### config.mk
export PLATFORM = sky130hd
export DESIGN_NAME = tx_ufl_recover
export DESIGN_NICKNAME = d
export VERILOG_FILES = /design/src/rtl/uflr_pkg.sv /design/src/rtl/uflr_cfg.sv /design/src/rtl/uflr_ptr.sv /design/src/rtl/uflr_ctrl.sv /design/src/rtl/tx_ufl_recover.sv
export SDC_FILE = /design/constraint.sdc
export NUM_CORES = 1
export LEC_CHECK = 0
export BUFFER_PORTS_ARGS = -buffer_cell sky130_fd_sc_hd__buf_2
export CAP_MARGIN = 40
export CORE_MARGIN = 10
export CORE_UTILIZATION = 48
export DETAILED_ROUTE_END_ITERATION = 8
export PLACE_DENSITY = 0.75
export SLEW_MARGIN = 20
export SYNTH_ARGS = -nofsm -noshare
export SYNTH_HDL_FRONTEND = slang
export SYNTH_SLANG_ARGS = --single-unit
### constraint.sdc
create_clock -name clk_i -period 1.71 [get_ports clk_i]
set_input_delay 0.0855 -clock clk_i [delete_from_list [all_inputs] [get_ports clk_i]]
set_output_delay 0.0855 -clock clk_i [all_outputs]
set_load 0.01 [all_outputs]
### src/rtl/uflr_pkg.sv
package uflr_pkg;
  typedef enum logic [1:0] {
    ST_IDLE,
    ST_SCAN,
    ST_POLL,
    ST_SEND
  } uflr_st_e;
endpackage

### src/rtl/uflr_cfg.sv
module uflr_cfg (
  input  logic clk_i,
  input  logic rst_ni,
  input  logic we_i,
  input  logic wd_i,
  input  logic clr_i,
  input  logic ufl_evt_i,
  input  logic err_clr_i,
  output logic cfg_o,
  output logic err_o
);
  logic cfg_q, err_q;

  always_ff @(posedge clk_i or negedge rst_ni) begin
    if (!rst_ni) cfg_q <= 1'b0;
    else if (clr_i) cfg_q <= 1'b0;
    else if (we_i) cfg_q <= wd_i;
  end

  // set wins over clear
  always_ff @(posedge clk_i or negedge rst_ni) begin
    if (!rst_ni) err_q <= 1'b0;
    else if (ufl_evt_i) err_q <= 1'b1;
    else if (err_clr_i) err_q <= 1'b0;
  end

  assign cfg_o = cfg_q;
  assign err_o = err_q;


  cfg_hold_chk: assert property (@(posedge clk_i) disable iff (!rst_ni)
    (!we_i && !clr_i) |=> $stable(cfg_q));

  err_set_chk: assert property (@(posedge clk_i) disable iff (!rst_ni)
    ufl_evt_i |=> err_q);
endmodule

### src/rtl/uflr_ptr.sv
module uflr_ptr #(
  parameter int RING_LEN = 8,
  parameter int IW = (RING_LEN > 1) ? $clog2(RING_LEN) : 1
) (
  input  logic          clk_i,
  input  logic          rst_ni,
  input  logic          ld_i,
  input  logic [IW-1:0] ld_val_i,
  input  logic          adv_i,
  output logic [IW-1:0] idx_o
);
  localparam logic [IW-1:0] LAST = IW'(RING_LEN - 1);
  logic [IW-1:0] idx_q, inc;

  generate
    if ((1 << IW) == RING_LEN) begin : g_pow2
      assign inc = idx_q + 1'b1;
    end else begin : g_cmp
      assign inc = (idx_q == LAST) ? '0 : idx_q + 1'b1;
    end
  endgenerate

  always_ff @(posedge clk_i or negedge rst_ni) begin
    if (!rst_ni) idx_q <= '0;
    else if (ld_i) idx_q <= ld_val_i;
    else if (adv_i) idx_q <= inc;
  end

  assign idx_o = idx_q;


  ptr_range_chk: assert property (@(posedge clk_i) disable iff (!rst_ni)
    idx_q <= LAST);
endmodule

### src/rtl/uflr_ctrl.sv
module uflr_ctrl
  import uflr_pkg::*;
#(
  parameter int RING_LEN = 8,
  parameter int IW = (RING_LEN > 1) ? $clog2(RING_LEN) : 1
) (
  input  logic          clk_i,
  input  logic          rst_ni,
  input  logic          cfg_i,
  input  logic          start_i,
  input  logic          stop_i,
  input  logic          ufl_i,
  input  logic          frame_done_i,
  input  logic [IW-1:0] done_idx_i,
  input  logic          poll_tick_i,
  input  logic          own_i,
  input  logic          stp_i,
  input  logic          enp_i,
  input  logic [IW-1:0] idx_i,
  output logic          ld_o,
  output logic [IW-1:0] ld_val_o,
  output logic          adv_o,
  output logic          wb_o,
  output logic          go_o,
  output logic          ufl_evt_o,
  output logic          tx_on_o
);
  localparam logic [IW-1:0] LAST = IW'(RING_LEN - 1);

  uflr_st_e st_q, st_d;
  logic head_q, head_d;   // entry under scan is head of aborted frame
  logic past_q, past_d;   // aborted frame's end already passed
  logic tx_on_q, tx_on_d;
  logic [IW-1:0] cur_q, cur_d;

  function automatic logic [IW-1:0] wrap_inc(input logic [IW-1:0] v);
    return (v == LAST) ? '0 : v + 1'b1;
  endfunction

  always_comb begin
    st_d     = st_q;
    head_d   = head_q;
    past_d   = past_q;
    tx_on_d  = tx_on_q;
    cur_d    = cur_q;
    ld_o     = 1'b0;
    ld_val_o = idx_i;
    adv_o    = 1'b0;
    wb_o     = 1'b0;
    go_o     = 1'b0;
    if (stop_i) begin
      st_d    = ST_IDLE;
      tx_on_d = 1'b0;
    end else begin
      unique case (st_q)
        ST_IDLE: if (start_i) begin
          tx_on_d = 1'b1;
          st_d    = ST_SCAN;
          head_d  = 1'b0;
          past_d  = 1'b1;
        end
        ST_SCAN: begin
          if (stp_i && !head_q) begin
            if (own_i) begin
              go_o  = 1'b1;
              cur_d = idx_i;
              st_d  = ST_SEND;
            end else st_d = ST_POLL;
          end else if (!past_q) begin
            if (own_i) begin
              wb_o   = 1'b1;
              adv_o  = 1'b1;
              head_d = 1'b0;
              if (enp_i) past_d = 1'b1;
            end else st_d = ST_POLL;
          end else begin
            adv_o  = 1'b1;
            head_d = 1'b0;
          end
        end
        ST_POLL: if (poll_tick_i) st_d = ST_SCAN;
        ST_SEND: begin
          if (ufl_i) begin
            if (cfg_i) begin
              st_d     = ST_SCAN;
              ld_o     = 1'b1;
              ld_val_o = cur_q;
              head_d   = 1'b1;
              past_d   = 1'b0;
            end else begin
              st_d    = ST_IDLE;
              tx_on_d = 1'b0;
            end
          end else if (frame_done_i) begin
            st_d     = ST_SCAN;
            ld_o     = 1'b1;
            ld_val_o = wrap_inc(done_idx_i);
            head_d   = 1'b0;
            past_d   = 1'b1;
          end
        end
        default: st_d = ST_IDLE;
      endcase
    end
  end

  always_ff @(posedge clk_i or negedge rst_ni) begin
    if (!rst_ni) begin
      st_q    <= ST_IDLE;
      head_q  <= 1'b0;
      past_q  <= 1'b1;
      tx_on_q <= 1'b0;
      cur_q   <= '0;
    end else begin
      st_q    <= st_d;
      head_q  <= head_d;
      past_q  <= past_d;
      tx_on_q <= tx_on_d;
      cur_q   <= cur_d;
    end
  end

  assign ufl_evt_o = ufl_i && (st_q == ST_SEND);
  assign tx_on_o   = tx_on_q;


  go_owned_chk: assert property (@(posedge clk_i) disable iff (!rst_ni)
    go_o |-> (own_i && stp_i && tx_on_q));

  wb_owned_chk: assert property (@(posedge clk_i) disable iff (!rst_ni)
    wb_o |-> (own_i && !go_o && !past_q));

  halt_off_chk: assert property (@(posedge clk_i) disable iff (!rst_ni)
    (st_q == ST_SEND && ufl_i && !cfg_i) |=> (!tx_on_q && st_q == ST_IDLE));

  poll_hold_chk: assert property (@(posedge clk_i) disable iff (!rst_ni)
    (st_q == ST_POLL && !poll_tick_i && !stop_i) |=> (st_q == ST_POLL && $stable(idx_i)));

  stop_off_chk: assert property (@(posedge clk_i) disable iff (!rst_ni)
    stop_i |=> !tx_on_q);

  scan_on_chk: assert property (@(posedge clk_i) disable iff (!rst_ni)
    (st_q == ST_SCAN || st_q == ST_SEND) |-> tx_on_q);
endmodule

### src/rtl/tx_ufl_recover.sv
module tx_ufl_recover #(
  parameter int RING_LEN = 8,
  parameter int IW = (RING_LEN > 1) ? $clog2(RING_LEN) : 1
) (
  input  logic          clk_i,
  input  logic          rst_ni,
  input  logic          cfg_we_i,
  input  logic          cfg_wd_i,
  output logic          cfg_q_o,
  input  logic          rst_reg_rd_i,
  input  logic          stop_i,
  input  logic          start_i,
  output logic [IW-1:0] desc_idx_o,
  input  logic          desc_own_i,
  input  logic          desc_stp_i,
  input  logic          desc_enp_i,
  output logic          desc_wb_o,
  input  logic          poll_tick_i,
  output logic          xmit_go_o,
  output logic [IW-1:0] xmit_idx_o,
  input  logic          frame_done_i,
  input  logic [IW-1:0] done_idx_i,
  input  logic          ufl_i,
  output logic          ufl_err_o,
  input  logic          err_clr_i,
  output logic          tx_on_o
);
  logic          cfg, ufl_evt, ld, adv, halt;
  logic [IW-1:0] ld_val, idx;

  assign halt = stop_i || rst_reg_rd_i;

  uflr_cfg u_cfg (
    .clk_i     (clk_i),
    .rst_ni    (rst_ni),
    .we_i      (cfg_we_i),
    .wd_i      (cfg_wd_i),
    .clr_i     (rst_reg_rd_i),
    .ufl_evt_i (ufl_evt),
    .err_clr_i (err_clr_i),
    .cfg_o     (cfg),
    .err_o     (ufl_err_o)
  );

  uflr_ptr #(.RING_LEN(RING_LEN), .IW(IW)) u_ptr (
    .clk_i    (clk_i),
    .rst_ni   (rst_ni),
    .ld_i     (ld),
    .ld_val_i (ld_val),
    .adv_i    (adv),
    .idx_o    (idx)
  );

  uflr_ctrl #(.RING_LEN(RING_LEN), .IW(IW)) u_ctrl (
    .clk_i        (clk_i),
    .rst_ni       (rst_ni),
    .cfg_i        (cfg),
    .start_i      (start_i),
    .stop_i       (halt),
    .ufl_i        (ufl_i),
    .frame_done_i (frame_done_i),
    .done_idx_i   (done_idx_i),
    .poll_tick_i  (poll_tick_i),
    .own_i        (desc_own_i),
    .stp_i        (desc_stp_i),
    .enp_i        (desc_enp_i),
    .idx_i        (idx),
    .ld_o         (ld),
    .ld_val_o     (ld_val),
    .adv_o        (adv),
    .wb_o         (desc_wb_o),
    .go_o         (xmit_go_o),
    .ufl_evt_o    (ufl_evt),
    .tx_on_o      (tx_on_o)
  );

  assign cfg_q_o    = cfg;
  assign desc_idx_o = idx;
  assign xmit_idx_o = idx;
endmodule

; After elaboration in Yosys (flattened, before gate mapping)
; Cells that the tools add are included.
[classes]
addsub = 2
eq_ne = 20
n_mux = 61
bitwise_logic = 1
reduce_logical = 16
[ops]
columns = operator, n
row1 = 1-bit two-way mux, 41
row2 = 3-bit two-way mux, 8
row3 = "3-bit != test, second input constant", 7
row4 = 2-bit two-way mux, 8
row5 = 5-bit AND reduction, 2
row6 = "4-bit != test, second input constant", 2
row7 = 2-bit one-hot mux with 4 select lines, 1
row8 = 4-bit AND reduction, 2
row9 = 7-bit AND reduction, 1
row10 = "3-bit by 1-bit adder with 3-bit output, second input constant", 2
row11 = "2-bit != test, second input constant", 3
row12 = "3-bit by 2-bit != test with 1-bit output, second input constant", 2
row13 = 1-bit one-hot mux with 3 select lines, 2
row14 = 6-bit AND reduction, 1
row15 = 2-bit nonzero test, 3
row16 = 3-bit nonzero test, 2
row17 = "2-bit == test, second input constant", 2
row18 = "4-bit by 3-bit != test with 1-bit output, second input constant", 1
row19 = "3-bit == test, second input constant", 1
row20 = "2-bit by 1-bit == test with 1-bit output, second input constant", 1
row21 = 1-bit logical AND, 2
row22 = 2-bit zero test, 1
row23 = "2-bit by 1-bit != test with 1-bit output, second input constant", 1
row24 = 1-bit one-hot mux with 2 select lines, 1
row25 = 3 further kinds, 3
[totals]
register_bits = 13

; Longest topological paths before layout
; Gate-level depths: netlist of the first run.
[logic_depth]
ltp_word = 7
mapped_depth = 5

; Hierarchy
; Synthesis of the first run repeated with hierarchy kept, for this count alone.
[unflattened]
hier_cells = 96
hier_area_um2 = 878.3
[modules_own_cells]
columns = module, instances, cells_per_inst, area_per_inst_um2, seq_area_each_um2
row1 = uflr_ctrl, 1, 72, 620.6, 201.4
row2 = uflr_ptr, 1, 14, 153.9, 75.1
row3 = uflr_cfg, 1, 6, 75.1, 50.0
row4 = tx_ufl_recover, 1, 4, 28.8, 0.0

; Worst setup path after synthesis of the first run
; OpenSTA, ideal clock, no wires.
[synth_path]
path_type = register -> register
start = register u_ctrl.st_q[0]
end = register u_ctrl.cur_q[0]
setup_ns = 0.125
arrival_time_ns = 1.436
setup_slack_ns = 0.149
path_stages_with_launch = 6
synth_period_minus_slack_ns = 1.561
path_cell_list = dfrtp_1 buf_6 nor3b_4 nand2_2 or3_4 mux2_4
[synth_via]
elab_chain_len = 2
[synth_lines]
columns = element, line
row1 = from (decl), uflr_ctrl.sv:30  ; uflr_st_e st_q, st_d;
row2 = from (signal assigned), uflr_ctrl.sv:115  ; st_q <= st_d;
row3 = 2-bit by 1-bit == test with 1-bit output, uflr_ctrl.sv:55  ; unique case (st_q)
row4 = 4-bit AND reduction (no source line), n/a
row5 = to (signal assigned), uflr_ctrl.sv:119  ; cur_q <= cur_d;
row6 = to (decl), uflr_ctrl.sv:34  ; logic [IW-1:0] cur_q, cur_d;
; Every way passes these cells.
; A chain may end at the register's enable or synchronous reset.

; Worst setup path after layout of the first run
; Ends and elaborated chain as after synthesis.

==> metrics.txt, run 1 <==
Worst EP arrival=1.75 ns; Final Hold Viols=0; Seq/Total Area, Yosys=38.96%; largest net degree at the start of global routing=14; syn avg cell area=10.10 um2; DRT antenna net count=0; GRT Total Usage=12.38%; Die X=61.79 um; final wirelength=2113 um; cell count along the critical path=5; grt peak-use layer=met2; Layout area overhead=23.13%; minimum clock period=1.584 ns; Synth Net Count=103; full die area=0.003818 mm2; first-pass GRT wire length=3532 um; gr ovfl total=0; routed wire length per instance=16.13 um; CTS sink cnt=13; flop2flop setup slack=0.13 ns; Port-buffer cells=27; Die Height=61.79 um; GR Layer Usage met3=4.065%; P per Cell Area=806.5 mW/mm2; final net count=135; I/O Pins=28; crit path kind=reg2reg; Critical Path RT=1.87 ns; initial antenna violation count=0; vias in the first global route=769; Setup TNS Final=0 ns; critical-path maximum fanout=5; R2R depth=5; crit path to=u_ctrl.cur_q[0]; std cell rows=15; Leak Pwr=0.5318 nW; drt drc=0; Yosys reg bits=13; startpoint types=flop; worst flop-to-flop path startpoint=u_ctrl.st_q[0]; outcome=finished, final reports clean; Synth cell types=37; Layout Skew=0.005902 ns; clock-pin slew on the worst setup and hold paths=0.09 ns; Max Cap Violations=0; number of H-tree levels=1; delay-heaviest family, CP=simple AND/OR/NAND/NOR gates; post-synthesis cell area=838.3 um2; Max Clock Freq=0.6315 GHz; starting density of the core=49.63%; gate count after technology mapping=83; Clk Latency, worst-skew pair=0.28 ns; crit-path max cell delay=0.35 ns; Root Buffer=clkbuf_4; vias=741; Worst R2R End=u_ctrl.cur_q[0]; pre-CTS WS=0.2031 ns; DR pass1 iterations=4; TritonCTS buffer count=3; CP endpoint kind=flop; Setup-failing EPs final=0; hold crit path type=in2reg; maximum clock path buffer count=2; layout filler cell count=154; Final GP Congestion=0.8338; CTS tree=built; met1 global-route usage=14.05%; Detail Placement HPWL=1611 um; worst rel slew slack=69.78%; crit path launch=u_ctrl.st_q[0]; Worst Max-Slew Pin Slew=0.4513 ns; Synth Warn #=0; slowest CP cell=dfrtp_1; # diodes=0; initial DRC count=9; Worst IR Drop VDD=0.0004609 V; fin. max-slew vios=0; via/cell ratio=5.656; GR met2 Demand/Resource=20.50%; crit-path cells=nor3b_4 > nand2_2 > or3_4 > buf_4 > mux2_4; Core ar.=0.001689 mm2; RSZ-0062 raised after global routing=no; Tcrit/Tclk final=92.61%; layout cells sized above 1=39.47%; CP Buf/Inv Count=1; Worst Slack Setup Final=0.1264 ns
## worst min path at each step
stage	from	end	slack, ns	cells after the start
after global placement	rst_ni	u_ctrl.cur_q[0]	-0.005	1
after global routing	rst_reg_rd_i	u_cfg.cfg_o	0.04	2
after floorplan	rst_ni	u_cfg.cfg_o	-0.21	0
after CTS	rst_reg_rd_i	u_cfg.cfg_o	0.02	2
final	rst_reg_rd_i	u_cfg.cfg_o	0.03	2
after detailed placement	rst_ni	u_ctrl.cur_q[0]	-0.002	1
## metrics by stage
stage	total power (W)	hold WS (ns)	cell area (um2)	std cells	util (%)
after detailed placement	0.0006432	-0.001897	963.4	122	57.04
after global routing	0.0008968	0.03835	1032	131	61.11
after floorplan	0.0005625	-0.2101	838.3	83	-
after global placement	0.0006333	-0.005355	963.4	122	57.04
final	0.0008325	0.03093	1032	131	61.11
after CTS	0.0008491	0.01703	1010	128	59.78
## layout by cell type, fill, tap and decap left out, types with 4 or more instances in the layout
cell and n:
buf_2 27, dfrtp_1 12, o21ai_0 8, nor2_1 5, a21oi_1 5, buf_4 5, nor2b_1 4, nand2_1 4
## synthesized netlist by cell type
cell	n	area, um2
inv_1	3	11.26
nand2_2	1	6.260
o22ai_1	1	6.260
buf_1	1	3.750
nand2_1	4	15.01
nor2b_1	4	25.02
nand2b_1	1	6.260
clkbuf_1	1	3.750
o31ai_1	1	7.510
ha_1	3	37.54
mux2i_1	3	30.03
nor3_1	1	5.000
a211oi_1	3	22.52
dfstp_2	1	26.28
mux2_4	3	45.04
nor4_1	2	12.51
o211a_1	1	10.01
buf_4	3	22.52
a21oi_1	5	25.02
a21bo_2	1	10.01
o31a_1	1	8.760
nand3b_1	2	15.01
nand3_1	1	5.000
or3_4	1	11.26
nor2_1	5	18.77
dfrtp_1	12	300.3
o211ai_1	1	7.510
buf_2	1	5.000
a2bb2oi_1	1	8.760
xnor2_1	1	8.760
and4_2	1	10.01
o21ai_0	8	40.04
buf_6	1	11.26
a31oi_1	1	6.260
nor3b_4	1	18.77
a21o_1	1	7.510
nor4b_4	1	23.77
## cell type report
class | instances | area [um2] | area share [%]
Timing Repair Buffer | 34 | 192.7 | 18.67
Inverter | 3 | 11.26 | 1.091
Sequential cell | 13 | 326.6 | 31.64
Tap cell | 17 | 21.27 | 2.061
Clock buffer | 4 | 26.28 | 2.545
Multi-Input combinational cell | 60 | 454.2 | 44.00
## layer usage
metal | up-vias | share of wire [%]
li1 | 363 | -
met3 | 2 | 8.3
met5 | - | 0
met4 | 0 | 0.66
met2 | 22 | 46
met1 | 354 | 45
## kinds of logic (layout without fill, tap and decap cells)
logic type	after synthesis	count (layout)	synth area share (%)
AO/OA/AOI/OAI	25	25	19.11
XOR/XNOR	1	1	1.045
adder cells (fa/ha/maj)	3	3	4.478
buffers and inverters	10	41	6.864
flip-flops	13	13	38.96
multiplexers	6	6	8.955
AND/OR/NAND/NOR	25	25	20.60
## state kept, by name, summed over array words and instances, names as in the netlist
name,cells
u_ctrl.cur_q,3
u_ptr.idx_o,3
u_ctrl.st_q,2
u_cfg.cfg_o,1
u_cfg.err_o,1
u_ctrl.head_q,1
u_ctrl.past_q,1
u_ctrl.tx_on_o,1
## power breakdown
| part | internal (W) | leakage, nW | switching, W |
|---|---|---|---|
| clock | 0.0000904 | 0.0150 | 0.000105 |
| combinational | 0.000116 | 0.343 | 0.000113 |
| sequential | 0.000354 | 0.174 | 0.0000546 |
## what timing repair did
item                                    in CTS  in global routing
hold buffers                                 2                  0
endpoints found under the hold margin       14                  0
endpoints found under the setup margin       0                  1
resized for setup                            0                  0
buffers inserted                             0                  3
Note: power is estimated with default switching activity, not from simulation.
==> run 2: changes to the inputs <==
--- a/config.mk
+++ b/config.mk
@@ -8,10 +8,12 @@
 export BUFFER_PORTS_ARGS = -buffer_cell sky130_fd_sc_hd__buf_2
 export CAP_MARGIN = 40
 export CORE_MARGIN = 10
-export CORE_UTILIZATION = 48
+export CORE_UTILIZATION = 44
 export DETAILED_ROUTE_END_ITERATION = 8
-export PLACE_DENSITY = 0.75
+export PLACE_DENSITY = 0.71
+export RECOVER_POWER = 100
 export SLEW_MARGIN = 20
 export SYNTH_ARGS = -nofsm -noshare
 export SYNTH_HDL_FRONTEND = slang
+export SYNTH_HIERARCHICAL = 1
 export SYNTH_SLANG_ARGS = --single-unit
==> constraint.sdc (replaced) <==
create_clock -name clk_i -period 1.35 [get_ports clk_i]
set_input_delay 0.0675 -clock clk_i [delete_from_list [all_inputs] [get_ports clk_i]]
set_output_delay 0.0675 -clock clk_i [all_outputs]
set_load 0.01 [all_outputs]
==> metrics.txt, run 2 <==
outcome=finished with violations; failing checks=negative setup slack; Seq/Total Area, Yosys=37.18%; clock-pin slew on the worst setup and hold paths=0.08 ns; Clk Latency, worst-skew pair=0.27 ns; post-route cell area=0.001241 mm2; pre-CTS WS=-0.09856 ns; initial antenna violation count=0; Layout area overhead=41.31%; gate count after technology mapping=96; fin. max-slew vios=0; I/O Pins=28; top cells by count, synth=dfrtp_1 (12), nor2_1 (9), o21ai_0 (9); full die area=0.004184 mm2; Max Cap Violations=0; number of H-tree levels=1; post-synth top area share=34.19%; initial DRC count=22; Worst EP arrival=1.61 ns; layout cells sized above 1=46.04%; crit-path max cell delay=0.44 ns; DRT antenna net count=0; critical-path maximum fanout=5; Final GP Congestion=0.8129; layout filler cell count=185; post-synthesis cell area=878.3 um2; hold crit path type=in2reg; # diodes=0; final net count=160; Cell Area, Placed=0.001105 mm2; vias=873; final wirelength=2474 um; largest net degree at the start of global routing=14; EDFF count, synth=0; Yosys top cell by area=dfrtp_1; Final Hold Viols=0; combinational share of power=30.8%; Worst Slack Setup Final=-0.09574 ns; std cell rows=16; Port-buffer cells=27; power share of the clock group=23.2%; CTS sink cnt=13; top post-synthesis cells by area=dfrtp_1 (34%), o21ai_0 (5.1%), ha_1 (4.3%); crit-path cells=buf_6 > nand3b_1 > or2_4 > inv_4 > nor2b_1 > a221o_1; Synth cell types=37; delay-heaviest family, CP=flip-flops; Finished Core Util=64.58%; Detail Placement HPWL=1785 um; GRT Total Usage=11.66%; Layout Skew=0.003825 ns; vias in the first global route=869; Die X=64.68 um; P per Cell Area=852.3 mW/mm2; share of flip-flops with an asynchronous set or reset after synthesis=100.0%; gr ovfl total=0; Setup-failing EPs final=9; first-pass GRT wire length=3898 um; slowest CP cell=dfrtp_2; worst rel slew slack=51.52%; Most used DFF post-synth=dfrtp_1; leading cell types in the layout, fill and taps excluded=buf_2 (21), buf_4 (13), dfrtp_1 (10), nor2_1 (8); Psw=0.0003589 W; Worst Max-Slew Pin Slew=0.7273 ns; most used standard cell by instance count after synthesis=dfrtp_1; DR pass1 iterations=4; total power=0.001058 W; Die Height=64.68 um; Switching Fraction=33.92%; routed wire length per instance=14.90 um; Root Buffer=clkbuf_4; Synth Net Count=116; RSZ-0062 raised after global routing=yes; commonest non-fill, non-tap cell in the layout=buf_2; Max Clock Freq=0.6917 GHz; internal power=0.0006990 W; Worst IR Drop VDD=0.0007934 V; startpoint types=flop; syn avg cell area=9.149 um2; Leak Pwr=0.5960 nW; Core ar.=0.001922 mm2; maximum clock path buffer count=2; CP Buf/Inv Count=2; Yosys reg bits=13; Critical Path RT=1.51 ns; minimum clock period=1.446 ns; starting density of the core=45.70%; drt drc=0; Tcrit/Tclk final=107.1%; CTS tree=built; CP endpoint kind=flop; Synth Warn #=6; crit path kind=reg2reg; TritonCTS buffer count=3; sequential power share=46.0%; via/cell ratio=5.259
==> run 2: cell types whose count changed in the layout (fill, tap and decap cells not counted), moves of 3 or more <==
cell,delta
clkbuf_1,+6
buf_6,+3
o21ai_2,+3
o21ai_0,-4
nor2_1,+3
buf_2,-6
buf_4,+8
mux2_4,-3
nand2_1,+3
mux2_2,+3
==> run 2: logic make-up (layout without fill, tap and decap cells) <==
family / after synthesis / count (layout) / synth area share [%]
flip-flops: 13 / 13 / 37.18
multiplexers: 6 / 6 / 7.265
AND/OR/NAND/NOR: 37 / 37 / 23.08
XOR/XNOR: 1 / 1 / 0.9973
adder cells (fa/ha/maj): 3 / 3 / 4.274
buffers and inverters: 12 / 55 / 9.401
AO/OA/AOI/OAI: 24 / 24 / 17.81
==> run 2: per-stage QoR <==
step           hold slack, ns  std cells  setup TNS, ns
2_1_floorplan         -0.2281         96       -0.04300
5_1_grt               0.05862        166        -0.9740
3_5_place_dp         -0.02557        156        -0.5492
3_3_place_gp         -0.02727        156        -0.1610
6_report              0.04856        166        -0.3011
4_1_cts               0.04510        166        -0.1738
==> run 2: area by class of cell <==
class	instances	area (um2)	area share, %
well taps	27	33.78	2.722
inverters	6	25.02	2.016
clock buffers	4	26.28	2.117
multi-input cells	71	548.0	44.15
flip-flops and latches	13	329.1	26.51
repair buffers	45	279.0	22.48
==> run 2: path summary, 6_finish.rpt <==
kind / startpoint / end / slack, ns / cells after the start
max in group asynchronous: rst_ni / u_cfg/cfg_o / 0.50 / 2
min in group asynchronous: rst_ni / u_ctrl/st_q[0] / 0.36 / 2
worst max register to register: u_ctrl/st_q[1] / u_ptr/idx_o[2] / -0.1 / 6
worst max-delay path: u_ctrl/st_q[1] / u_ptr/idx_o[2] / -0.1 / 6
worst min register to register: u_cfg/err_o / u_cfg/err_o / 0.49 / 1
worst min-delay path: cfg_wd_i / u_cfg/cfg_o / 0.05 / 3
==> run 2: layer usage <==
metal  vias up  GRT usage (%)  routed length, um
met5         -              0                  0
met4         0          5.348                 15
met3         2          5.842                202
met2        30          17.86               1153
met1       418          13.28               1103
li1        423              -                  -
==> run 2: worst register-to-register path: stages (launching register included) <==
cell,delay (ns)
dfrtp_2,0.44
buf_6,0.11
nand3b_1,0.09
or2_4,0.28
inv_4,0.07
nor2b_1,0.04
a221o_1,0.30
==> run 2: power by group through the flow <==
stage	registers [W]	logic, W	clock network [W]
final	0.000487	0.000326	0.000245
after global placement	0.000490	0.000295	0
after floorplan	0.000498	0.000190	0
after detailed placement	0.000492	0.000307	0
after CTS	0.000484	0.000321	0.000251
after global routing	0.000495	0.000360	0.000273
==> run 2: what timing repair did <==
item	in CTS	in global routing
buffers inserted	4	1
endpoints found under the setup margin	11	11
hold buffers	2	0
endpoints found under the hold margin	14	0
gates resized for setup	10	9
pin swaps	8	3
==> run 3: changes to the inputs <==
--- a/config.mk
+++ b/config.mk
@@ -9,11 +9,11 @@
 export CAP_MARGIN = 40
 export CORE_MARGIN = 10
 export CORE_UTILIZATION = 44
+export CTS_CLUSTER_DIAMETER = 60
 export DETAILED_ROUTE_END_ITERATION = 8
-export PLACE_DENSITY = 0.71
+export PLACE_DENSITY = 0.72
 export RECOVER_POWER = 100
 export SLEW_MARGIN = 20
 export SYNTH_ARGS = -nofsm -noshare
 export SYNTH_HDL_FRONTEND = slang
-export SYNTH_HIERARCHICAL = 1
 export SYNTH_SLANG_ARGS = --single-unit
==> metrics.txt, run 3 (synthesis results as in run 1) <==
outcome=finished with violations; failing checks=negative setup slack; CP endpoint kind=flop; number of H-tree levels=1; combinational share of power=33.3%; Die X=63.65 um; Cell Area, Placed=0.001049 mm2; total power=0.001142 W; commonest non-fill, non-tap cell in the layout=buf_2; Hold Crit Depth=3; pre-CTS WS=-0.09732 ns; gr ovfl total=0; leading cell types in the layout, fill and taps excluded=buf_2 (16), clkbuf_1 (12), buf_4 (12), dfrtp_1 (11); Setup-failing EPs final=12; Worst Slack Setup Final=-0.2481 ns; R2R depth=7; Core ar.=0.001764 mm2; hold path endpoint=u_cfg.cfg_o; minimum clock period=1.598 ns; Max Cap Violations=0; vias=838; DRT antenna net count=0; fin. max-slew vios=0; maximum clock path buffer count=2; final net count=150; RSZ-0062 raised after global routing=yes; crit-path cells=nor3b_4 > buf_4 > buf_6 > buf_6 > nand3b_1 > buf_4 > a31oi_2; Die Height=63.65 um; clock-pin slew on the worst setup and hold paths=0.08 ns; full die area=0.004051 mm2; layout cells sized above 1=48.06%; initial DRC count=27; starting density of the core=47.52%; Root Buffer=clkbuf_4; TritonCTS buffer count=3; Detail Placement HPWL=1692 um; routed wire length per instance=17.20 um; I/O Pins=28; Port-buffer cells=27; worst flop-to-flop path startpoint=u_ctrl.st_q[0]; Worst R2R End=u_ptr.idx_o[2]; power share of the clock group=21.5%; Leak Pwr=0.5862 nW; std cell rows=15; Hold Path Origin=cfg_wd_i; critical-path maximum fanout=5; first-pass GRT wire length=3719 um; Switching Fraction=35.20%; Psw=0.0004019 W; flop2flop setup slack=-0.25 ns; CTS sink cnt=13; # diodes=0; Worst Max-Slew Pin Slew=0.7169 ns; layout filler cell count=150; CTS tree=built; Worst IR Drop VDD=0.0008905 V; internal power=0.0007397 W; P per Cell Area=918.8 mW/mm2; via/cell ratio=5.442; vias in the first global route=799; Max Clock Freq=0.6258 GHz; slowest CP cell=dfrtp_1; drt drc=0; Tcrit/Tclk final=118.4%; DR pass1 iterations=4; multi-input logic area=523.0 um2; final wirelength=2649 um; Layout Skew=0.005771 ns; sequential power share=45.2%; crit path kind=reg2reg; Critical Path RT=1.56 ns; register area=327.8 um2; startpoint types=flop; post-route cell area=0.001242 mm2; Layout area overhead=48.21%; Final Hold Viols=0; Clk Latency, worst-skew pair=0.29 ns; Final GP Congestion=0.8249; Worst EP arrival=1.81 ns; hold crit path type=in2reg; initial antenna violation count=0; crit-path max cell delay=0.35 ns; GRT Total Usage=11.28%; worst rel slew slack=52.21%; largest net degree at the start of global routing=14; Setup TNS Final=-2.154 ns
## run 3: changes by cell type in the layout (fill, tap and decap cells not counted), sizes merged, moves of 3 or more
| cell | change |
|---|---|
| or2 | -3 |
| nand2b | -3 |
| clkbuf | +6 |
| nor2 | -4 |
| nand2 | -3 |
| buf | -3 |
| inv | -3 |
## run 3: area by class of cell
class / count / share of cell area (%)
timing repair buffer: 49 / 25.98
tap: 25 / 2.518
multi-input combinational: 60 / 42.09
sequential: 13 / 26.38
clock buffer: 4 / 2.115
inverter: 3 / 0.9063
## run 3: timing repair
| item | CTS | global route |
|---|---|---|
| setup endpoints to repair | 9 | 11 |
| endpoints found under the hold margin | 15 | 0 |
| hold buffers | 3 | 0 |
| pin swaps | 7 | 5 |
| gates resized for setup | 14 | 10 |
| setup buffers | 3 | 4 |
| cloned | 0 | 0 |
## run 3: worst max path at each step
stage / startpoint / slack, ns / cells after the start / endpoint
after global routing: u_ctrl.st_q[0] / -0.35 / 7 / u_ptr.idx_o[2]
after global placement: u_ctrl.st_q[0] / -0.07 / 4 / u_ctrl.cur_q[1]
final: u_ctrl.st_q[0] / -0.25 / 7 / u_ptr.idx_o[2]
after floorplan: u_ctrl.st_q[0] / -0.17 / 5 / u_ctrl.cur_q[0]
after CTS: u_ctrl.st_q[0] / -0.23 / 5 / u_ctrl.cur_q[1]
after detailed placement: u_ctrl.st_q[0] / -0.1 / 4 / u_ctrl.cur_q[0]
## run 3: layer usage
metal  vias to the layer above  track usage (%)  routed length (um)
met2                        43            19.60                1393
met5                         -                0                   0
li1                        392                -                   -
met4                         0            1.639                  23
met1                       399            12.59                1058
met3                         4            4.947                 174
## run 3: metrics by stage
| step | utilization (%) | hold WS (ns) | cells |
|---|---|---|---|
| final | 70.43 | 0.03832 | 154 |
| after global routing | 70.43 | 0.08484 | 154 |
| after CTS | 67.52 | 0.03690 | 150 |
| after detailed placement | 59.43 | -0.02583 | 140 |
| after global placement | 59.43 | -0.03134 | 140 |
| after floorplan | - | -0.2281 | 83 |
## run 3: power groups by stage
| stage | registers (W) | logic [W] | clock network [W] |
|---|---|---|---|
| 2_1_floorplan | 0.000522 | 0.000191 | 0 |
| 3_3_place_gp | 0.000508 | 0.000317 | 0 |
| 3_5_place_dp | 0.000509 | 0.000324 | 0 |
| 4_1_cts | 0.000511 | 0.000359 | 0.000261 |
| 5_1_grt | 0.000527 | 0.000414 | 0.000273 |
| 6_report | 0.000516 | 0.000380 | 0.000246 |
## run 3: critical path: cells and delay by family (launching register included)
family                 cells  cell delay, ns
and+or+nand+nor            2            0.44
buffers and inverters      4            0.55
DFF                        1            0.35
AOI/OAI and AO/OA          1            0.17
